<file path="config.mk">
export PLATFORM = sky130hd
export DESIGN_NAME = sflash_xfer
export DESIGN_NICKNAME = d
export VERILOG_FILES = /design/src/rtl/sflash_pkg.sv /design/src/rtl/sflash_clkdiv.sv /design/src/rtl/sflash_shifter.sv /design/src/rtl/sflash_xfer.sv
export SDC_FILE = /design/constraint.sdc
export NUM_CORES = 1
export LEC_CHECK = 0
export ABC_CLOCK_PERIOD_IN_PS = 6340
export BUFFER_PORTS_ARGS = -buffer_cell sky130_fd_sc_hd__buf_2
export CORE_UTILIZATION = 64
export DETAILED_ROUTE_END_ITERATION = 16
export HOLD_SLACK_MARGIN = 0.12
export PLACE_DENSITY = 0.88
export SLEW_MARGIN = 20
export SYNTH_ARGS = -nofsm -noshare
export SYNTH_HDL_FRONTEND = slang
export SYNTH_SLANG_ARGS = --single-unit
</file>
<file path="constraint.sdc">
create_clock -name clk -period 6.34 [get_ports clk]
set_input_delay 0.317 -clock clk [delete_from_list [all_inputs] [get_ports clk]]
set_output_delay 0.317 -clock clk [all_outputs]
set_load 0.03 [all_outputs]
</file>
<file path="src/rtl/sflash_pkg.sv">
package sflash_pkg;
    typedef enum logic [1:0] {
        ST_IDLE,
        ST_LOW,
        ST_HIGH,
        ST_GAP
    } xfer_state_t;

    localparam logic [2:0] REG_CFG   = 3'd0;
    localparam logic [2:0] REG_MMCFG = 3'd1;
    localparam logic [2:0] REG_CTL   = 3'd2;
    localparam logic [2:0] REG_DATA  = 3'd3;
    localparam logic [2:0] REG_DATA2 = 3'd4;
endpackage

</file>
<file path="src/rtl/sflash_clkdiv.sv">
module sflash_clkdiv #(
    parameter int DIV_W = 3
) (
    input  logic             clk,
    input  logic             rst_n,
    input  logic             run,
    input  logic [DIV_W-1:0] div,
    output logic             tick
);
    logic [DIV_W-1:0] cnt_q;

    assign tick = run && (cnt_q == div);

    always_ff @(posedge clk or negedge rst_n) begin
        if (!rst_n) begin
            cnt_q <= '0;
        end else if (!run || tick) begin
            cnt_q <= '0;
        end else begin
            cnt_q <= cnt_q + 1'b1;
        end
    end
endmodule

</file>
<file path="src/rtl/sflash_shifter.sv">
module sflash_shifter #(
    parameter int WORD_W = 32
) (
    input  logic              clk,
    input  logic              rst_n,
    input  logic              load,
    input  logic [WORD_W-1:0] load_val,
    input  logic              shift_en,
    input  logic              shift_in,
    output logic [WORD_W-1:0] q
);
    always_ff @(posedge clk or negedge rst_n) begin
        if (!rst_n) begin
            q <= '0;
        end else if (load) begin
            q <= load_val;
        end else if (shift_en) begin
            q <= {q[WORD_W-2:0], shift_in};
        end
    end
endmodule

</file>
<file path="src/rtl/sflash_xfer.sv">
module sflash_xfer
    import sflash_pkg::*;
#(
    parameter int WORD_W  = 32,
    parameter int DIV_W   = 3,
    parameter int TCS_W   = 4,
    parameter int TCS_LSB = 23,
    parameter int ADDR_W  = 3
) (
    input  logic              clk,
    input  logic              rst_n,
    input  logic              bus_sel,
    input  logic              bus_wr,
    input  logic [ADDR_W-1:0] bus_addr,
    input  logic [WORD_W-1:0] bus_wdata,
    output logic [WORD_W-1:0] bus_rdata,
    output logic              spi_sclk,
    output logic              spi_mosi,
    input  logic              spi_miso,
    output logic [1:0]        spi_cs_n
);
    localparam int CNT_W   = $clog2(WORD_W + 1);
    localparam int TOP     = WORD_W - 1;
    localparam int DIV_LSB = WORD_W - DIV_W;

    xfer_state_t state_q, state_d;

    logic [DIV_W-1:0]  div_q;
    logic [TCS_W-1:0]  tcs_q, gcnt_q;
    logic [WORD_W-1:0] mmcfg_q, data2_q, data_q;
    logic [1:0]        csb_q, csb_new, len_q, iow_q;
    logic              tsel_q, rx_bit_q, tick, ready;
    logic [CNT_W-1:0]  bitcnt_q, nbits;
    logic [WORD_W-1:0] sreg, shifted, aligned, ctl_word;
    logic              wr_ok, start_wr, start_rd, start, release_sel, last_bit;

    // bus decode
    assign ready       = (state_q == ST_IDLE);
    assign wr_ok       = bus_sel && bus_wr && ready;
    assign start_wr    = wr_ok && (bus_addr == REG_DATA);
    assign start_rd    = bus_sel && !bus_wr && ready && (bus_addr == REG_DATA);
    assign start       = start_wr || start_rd;
    assign csb_new     = {bus_wdata[TOP-1], bus_wdata[TOP]};
    assign release_sel = wr_ok && (bus_addr == REG_CTL) && |(csb_new & ~csb_q);

    assign nbits    = CNT_W'((int'(len_q) + 1) * 8);
    assign last_bit = (bitcnt_q == nbits - 1'b1);
    assign shifted  = {sreg[WORD_W-2:0], rx_bit_q};
    assign aligned  = shifted << (CNT_W'(WORD_W) - nbits);

    sflash_clkdiv #(.DIV_W(DIV_W)) i_div (
        .clk   (clk),
        .rst_n (rst_n),
        .run   (state_q != ST_IDLE),
        .div   (div_q),
        .tick  (tick)
    );

    sflash_shifter #(.WORD_W(WORD_W)) i_shift (
        .clk      (clk),
        .rst_n    (rst_n),
        .load     (start),
        .load_val (start_wr ? bus_wdata : '0),
        .shift_en ((state_q == ST_HIGH) && tick),
        .shift_in (rx_bit_q),
        .q        (sreg)
    );

    // state register
    always_ff @(posedge clk or negedge rst_n) begin
        if (!rst_n) state_q <= ST_IDLE;
        else        state_q <= state_d;
    end

    // next state
    always_comb begin
        state_d = state_q;
        unique case (state_q)
            ST_IDLE: begin
                if (start)            state_d = ST_LOW;
                else if (release_sel) state_d = ST_GAP;
            end
            ST_LOW:  if (tick) state_d = ST_HIGH;
            ST_HIGH: if (tick) state_d = last_bit ? ST_IDLE : ST_LOW;
            ST_GAP:  if (tick && (gcnt_q == tcs_q)) state_d = ST_IDLE;
        endcase
    end

    // outputs
    always_comb begin
        spi_sclk = (state_q == ST_HIGH);
        spi_mosi = ((state_q == ST_LOW) || (state_q == ST_HIGH)) && sreg[TOP];
        spi_cs_n = csb_q;
    end

    // registers and counters
    always_ff @(posedge clk or negedge rst_n) begin
        if (!rst_n) begin
            div_q    <= '0;
            tcs_q    <= '0;
            mmcfg_q  <= '0;
            data2_q  <= '0;
            data_q   <= '0;
            csb_q    <= 2'b11;
            len_q    <= '0;
            iow_q    <= '0;
            tsel_q   <= 1'b0;
            bitcnt_q <= '0;
            gcnt_q   <= '0;
            rx_bit_q <= 1'b0;
        end else begin
            if (wr_ok) begin
                unique case (bus_addr)
                    REG_CFG: begin
                        div_q <= bus_wdata[DIV_LSB +: DIV_W];
                        tcs_q <= bus_wdata[TCS_LSB +: TCS_W];
                    end
                    REG_MMCFG: mmcfg_q <= bus_wdata;
                    REG_CTL: begin
                        csb_q  <= csb_new;
                        len_q  <= bus_wdata[TOP-2 -: 2];
                        iow_q  <= bus_wdata[TOP-5 -: 2];
                        tsel_q <= bus_wdata[TOP-7];
                    end
                    REG_DATA2: data2_q <= bus_wdata;
                    default: ;
                endcase
            end
            if (state_q == ST_IDLE) bitcnt_q <= '0;
            else if ((state_q == ST_HIGH) && tick) bitcnt_q <= bitcnt_q + 1'b1;
            if (state_q != ST_GAP) gcnt_q <= '0;
            else if (tick) gcnt_q <= gcnt_q + 1'b1;
            if ((state_q == ST_LOW) && tick) rx_bit_q <= spi_miso;
            if ((state_q == ST_HIGH) && tick && last_bit) data_q <= aligned;
        end
    end

    // read mux
    always_comb begin
        ctl_word          = '0;
        ctl_word[TOP]     = csb_q[0];
        ctl_word[TOP-1]   = csb_q[1];
        ctl_word[TOP-2 -: 2] = len_q;
        ctl_word[TOP-4]   = ready;
        ctl_word[TOP-5 -: 2] = iow_q;
        ctl_word[TOP-7]   = tsel_q;
        bus_rdata = '0;
        unique case (bus_addr)
            REG_CFG: begin
                bus_rdata[DIV_LSB +: DIV_W] = div_q;
                bus_rdata[TCS_LSB +: TCS_W] = tcs_q;
            end
            REG_MMCFG: bus_rdata = mmcfg_q;
            REG_CTL:   bus_rdata = ctl_word;
            REG_DATA:  bus_rdata = data_q;
            REG_DATA2: bus_rdata = data2_q;
            default:   bus_rdata = '0;
        endcase
    end
endmodule

</file>
## Word-level counts from Yosys, hierarchy flattened

Cells that the tools add are included.

| cells by class | value |
|---|---|
| add/sub/neg operators | 6 |
| $mul | 0 |
| divide/modulo/power cells | 0 |
| magnitude comparators | 0 |
| equality and inequality tests | 15 |
| shift operators | 1 |
| muxes and demuxes | 19 |
| bitwise logic cells | 2 |
| reduce and logical (&&, ||, !) cells | 31 |

Operator list:

| cell | count |
|---|---|
| 32-bit 2-to-1 mux | 3 |
| 23-bit one-hot mux with 3 select lines | 1 |
| 32-bit by 6-bit << shifter with 32-bit output | 1 |
| 4-bit one-hot mux with 5 select lines | 1 |
| 2-bit one-hot mux with 4 select lines | 2 |
| 3-bit one-hot mux with 5 select lines | 1 |
| 1-bit logical AND | 14 |
| 6-bit 2-to-1 mux | 2 |
| 2-bit 2-to-1 mux | 5 |
| 4-bit 2-to-1 mux | 2 |
| 2-bit AND reduction | 4 |
| 2-bit nonzero test | 4 |
| 6-bit by 1-bit adder with 6-bit output (second input constant) | 1 |
| 3-bit by 2-bit == test with 1-bit output (second input constant) | 2 |
| 6-bit == test | 1 |
| 6-bit by 1-bit subtractor with 6-bit output (second input constant) | 1 |
| 6-bit subtractor (first input constant) | 1 |
| 4-bit by 1-bit adder with 4-bit output (second input constant) | 1 |
| 2-bit == test (second input constant) | 2 |
| 4-bit == test | 1 |
| 2-bit by 1-bit inequality test with 1-bit output (second input constant) | 2 |
| 2-bit inequality test (second input constant) | 2 |
| 4-bit AND reduction | 1 |
| 2-bit by 1-bit adder with 3-bit output (second input constant) | 1 |
| 15 further kinds | 18 |

| storage, ports and cells | value |
|---|---|
| flip-flop bits (word level) | 158 |
| latch bits | 0 |
| bits in writable memories | 0 |
| memory bits (read-only) | 0 |
| output and inout port bits | 36 |
| memories kept | 0 |

## Longest topological paths before layout

| depth | value |
|---|---|
| depth after elaboration | 7 |
| gate-level depth with buffers | 8 |

## Modules after synthesis

From an unflattened synthesis, not the netlist that was laid out.

| second synthesis, totals | value |
|---|---|
| cell total of the unflattened synthesis | 741 |
| area total of the unflattened synthesis | 8,150.3 um^2 |

By module, submodules not included:

| module | instances | cells an instance | area each (um^2) |
|---|---|---|---|
| sflash_xfer | 1 | 588 | 6,471.2 |
| sflash_shifter | 1 | 139 | 1,515.2 |
| sflash_clkdiv | 1 | 14 | 163.9 |

## Worst setup path before layout

Ideal clock, no wire load.

| timing path | value |
|---|---|
| path type | input port to output port |
| start | input bus_addr[1] |
| end | output bus_rdata[0] |
| arrival | 1.900 ns |
| data required time | 6.023 ns |
| setup slack | 4.123 ns |
| stages | 5 |
| path through | clkbuf_1 -> buf_2 -> buf_2 -> mux2i_1 -> o21ai_0 |

| between the ends | value |
|---|---|
| longest elaborated chain between the ends | 2 |
| elaborated cells on any way between the ends | 4 |
| those cells by class | eq/ne: 3; mux: 1 |

RTL lines:

| what | RTL line | text |
|---|---|---|
| start: declaration | sflash_xfer.sv:14 | `input logic [ADDR_W-1:0] bus_addr,` |
| 3-bit == test, or another cell as far along | sflash_xfer.sv:148 | `unique case (bus_addr)` |
| 23-bit one-hot mux with 3 select lines (*) | sflash_xfer.sv:148 |  |
| end: declaration | sflash_xfer.sv:16 | `output logic [WORD_W-1:0] bus_rdata,` |

Every way passes the cells marked *; elsewhere a longest branch is shown, timed or not.

## Final worst setup path

| timing path | value |
|---|---|
| start | register len_q[0] |
| end | register data_q[29] |

| between the ends | value |
|---|---|
| longest elaborated chain between the ends | 4 |
| elaborated cells on any way between the ends | 6 |
| those cells by class | add/sub: 3; eq/ne: 1; shift: 1; reduce/logical: 1 |

RTL lines:

| what | RTL line | text |
|---|---|---|
| start: declaration | sflash_xfer.sv:31 | `logic [1:0] csb_q, csb_new, len_q, iow_q;` |
| start signal: assignment | sflash_xfer.sv:121 | `len_q <= bus_wdata[TOP-2 -: 2];` |
| 2-bit by 1-bit adder with 3-bit output (*) | sflash_xfer.sv:46 | `assign nbits = CNT_W'((int'(len_q) + 1) * 8);` |
| parallel branches: the longest is 3 deep, another holds 6-bit subtractor | n/a |  |
| end signal: assignment | sflash_xfer.sv:134 | `if ((state_q == ST_HIGH) && tick && last_bit) data_q <= aligned;` |
| end: declaration | sflash_xfer.sv:30 | `logic [WORD_W-1:0] mmcfg_q, data2_q, data_q;` |

Mark *: on every way between the ends.
A chain may end at the register's enable or synchronous reset.

==> flow_summary_export.csv <==
group,metric,value,unit
timing,fin_crit,3.36,ns
drt,via_count,6109,
global_routing,grt_pass1_vias,6079,
setup_path,path_class,"reg -> reg",
setup_path,worst-path-max-fanout,64,
setup_path,cp.buffers_inverters,2,
synthesis,yosysSeqAreaShare,50.4,%
synthesis,async_flop_share,100,%
setup_path,rrSetupSlack,2.98,ns
timing,setup_viol,0,
setup_path,arrival,3.63,ns
drt,drc_errors,0,
place,dp_hpwl,12.6,mm
setup_path,reg2regPathDepth,7,
drt,drtPass1Iterations,5,
die,die_w,113,um
clocking,path_clk_slew,0.06,ns
timing,worstMarginPinSlew,1.09,ns
synthesis,yosysWarnings,0,
setup_path,cp.depth,7,
setup_path,critical_path.top_delay_family,"buffers and inverters",
synthesis,synth_flop_cell,"dfrtp_1",
global_routing,grt_pass1_wl,31.7,mm
synthesis,synthTopCellsByCount,"dfrtp_1, nand2_1, mux2_2, o21ai_0, mux2i_1",
timing,period_share,53.0,%
clocking,clk_path_buf_depth,2,
die,die_area,12700,um2
global_routing,track_usage,32.8,%
clocking,clkSinkCount,158,
timing,fmax,298,MHz
die,fp-row-count,40,
place,place_congestion,0.897,
timing,slew_violations,0,
drt,drt_iter0_markers,715,
die,top_level_ports,76,
setup_path,end_kind,"register",
synthesis,synth_area_leaders,"dfrtp_1, mux2_2, mux2i_1, nand2_1, o21ai_0",
global_routing,overflow,0,
global_routing,grt_max_degree,91,
job,maxCapViolCount,0,
synthesis,syn_area_per_cell,11.0,um2
timing,final_hold_viol_count,0,
clocking,cts_tree,"yes",
final_layout,area_growth_syn_to_layout,13.5,%
synthesis,synth_most_common_cell,"dfrtp_1",
die,core,12000,um2
pwr,irDropWorstVdd,267,uV
synthesis,synth_cell_type_count,43,
clocking,clk-insertion-delay-late,0.44,ns
setup_path,critPathMaxStageDelay,0.87,ns
synthesis,synth_area,7860,um2
setup_path,critical_path.cell_chain,"buf_4 > ha_1 > xor2_1 > nor3_1 > o2111ai_4 > buf_4 > o21ai_0",
place,io_buffers,75,
setup_path,required,6.61,ns
clocking,htree_levels,4,
synthesis,synth.top_cell.area_share,49.7,%
synthesis,synth-edff-count,0,
synthesis,ys_seq_elements,158,
final_layout,nFillCells,748,
synthesis,syn_inst,711,
setup_path,critPathMostFrequentCell,"buf_4",
clocking,cts_buffers,17,
setup_path,r2r_end,"data_q[29]",
setup_path,r2r-start,"len_q[0]",
die,initial_utilization,65.4,%
synthesis,synth_area_leader_cell,"dfrtp_1",
die,die_y,113,um
final_layout,nets,813,
drt,vias_per_cell,6.62,
setup_path,critPathLaunchType,"register",
pwr,powerDensity,413,nW/um2
timing,finClkSkew,0.0148,ns
status,status,"finished clean",
setup_path,crit_path_start,"len_q[0]",
pwr,power_leakage,4.15,nW
setup_path,slowest_stage,"xor2_1",
drt,post_drt_wl_per_cell,21.6,um
drt,ant_nets,0,
timing,rsz0062_at_grt,"no",
timing,setup-tns-final,0,ns
synthesis,syn_nets,761,
drt,drt-total-wl,20.0,mm
global_routing,antenna_found_initial,0,
final_layout,drive_gt1_share,28.4,%
final_layout,num_antenna_cells,0,
clocking,cts_root_buf,"clkbuf_16",
clocking,post_cts_resized,0,
worst_hold_path,hold_class,"in -> reg",
timing,slew_headroom,27.0,%
final_layout,fin_util,74.2,%
setup_path,crit_end,"data_q[29]",
[cell type report]
type | count | area [um2] | share of cell area [%]
Inverter | 5 | 18.8 | 0.210
Tap cell | 147 | 184 | 2.06
Multi-Input combinational cell | 497 | 3700 | 41.5
Clock inverter | 11 | 116 | 1.30
Sequential cell | 158 | 3960 | 44.4
Timing Repair Buffer | 84 | 483 | 5.42
Clock buffer | 21 | 460 | 5.16
[per-stage QoR]
stage | worst slack (ns) | area [um2] | hold WS (ns) | instances | power [mW]
2_1_floorplan | 4.12 | 7860 | 0.0214 | 711 | 2.29
3_3_place_gp | 2.88 | 8270 | 0.344 | 888 | 2.53
3_5_place_dp | 2.77 | 8310 | 0.354 | 889 | 2.64
4_1_cts | 3.11 | 8890 | 0.142 | 922 | 3.65
5_1_grt | 2.83 | 8920 | 0.154 | 923 | 3.84
6_report | 2.98 | 8920 | 0.148 | 923 | 3.68
[logic make-up after synthesis]
| group | after synthesis | synth area share, % |
|---|---|---|
| AO/OA/AOI/OAI | 158 | 12.6 |
| AND/OR/NAND/NOR | 167 | 9.59 |
| XOR/XNOR | 19 | 2.12 |
| flip-flops | 158 | 50.4 |
| buffers and inverters | 56 | 2.91 |
| multiplexers | 143 | 20.9 |
| adder cells (fa/ha/maj) | 10 | 1.59 |
[layout by cell type, fill, tap and decap left out, drive strengths merged, types with 2 or more instances in the layout]
| cell | synthesis | routed |
|---|---|---|
| a21oi | 8 | 8 |
| a22oi | 43 | 43 |
| and2 | 6 | 6 |
| buf | 18 | 83 |
| bufinv | 0 | 2 |
| clkbuf | 33 | 21 |
| clkinv | 0 | 6 |
| clkinvlp | 0 | 3 |
| dfrtp | 156 | 156 |
| dfstp | 2 | 2 |
| ha | 10 | 10 |
| inv | 5 | 5 |
| mux2 | 86 | 86 |
| mux2i | 49 | 49 |
| mux4 | 8 | 8 |
| nand2 | 114 | 114 |
| nand2b | 2 | 2 |
| nand4 | 4 | 4 |
| nor2 | 17 | 17 |
| nor2b | 6 | 6 |
| nor3 | 4 | 4 |
| nor3b | 4 | 4 |
| nor4 | 2 | 2 |
| o21ai | 76 | 76 |
| o22ai | 9 | 9 |
| o31ai | 16 | 16 |
| xnor2 | 6 | 6 |
| xor2 | 13 | 13 |
[sequential cells by signal (all words and copies together) (netlist names)]
name / flops
data2_q: 32
data_q: 32
mmcfg_q: 32
bitcnt_q: 6
len_q: 2
i_shift.q: 32
iow_q: 2
i_div.cnt_q: 3
gcnt_q: 4
rx_bit_q: 1
div_q: 3
spi_cs_n: 2
state_q: 2
tcs_q: 4
tsel_q: 1
[how the worst min path moves through the flow]
stage / startpoint / endpoint / slack (ns) / cells past startpoint
4_1_cts: spi_miso / rx_bit_q / 0.14 / 2
2_1_floorplan: rst_n / bitcnt_q[0] / 0.02 / 0
3_5_place_dp: rst_n / mmcfg_q[5] / 0.35 / 1
3_3_place_gp: rst_n / mmcfg_q[4] / 0.34 / 1
5_1_grt: spi_miso / rx_bit_q / 0.15 / 2
6_report: bus_wdata[19] / data2_q[19] / 0.15 / 2
[report_power, final]
part	switching [mW]	internal [mW]	leakage, nW	total [mW]
sequential	0.262	1.28	2.11	1.54
clock	0.407	0.596	0.279	1.00
combinational	0.637	0.503	1.76	1.14
[metal layers]
metal / track usage [%] / part of all wire, %
met3: 6.96 / 8.0
met2: 54.0 / 50
met5: 0 / 0
met1: 42.0 / 39
met4: 15.4 / 3.0
[repair_timing]
item / CTS / global route
setup buffers: 0 / 0
hold buffers: 1 / 0
hold endpoints to repair: 68 / 0
(Power assumes the default switching activity.)
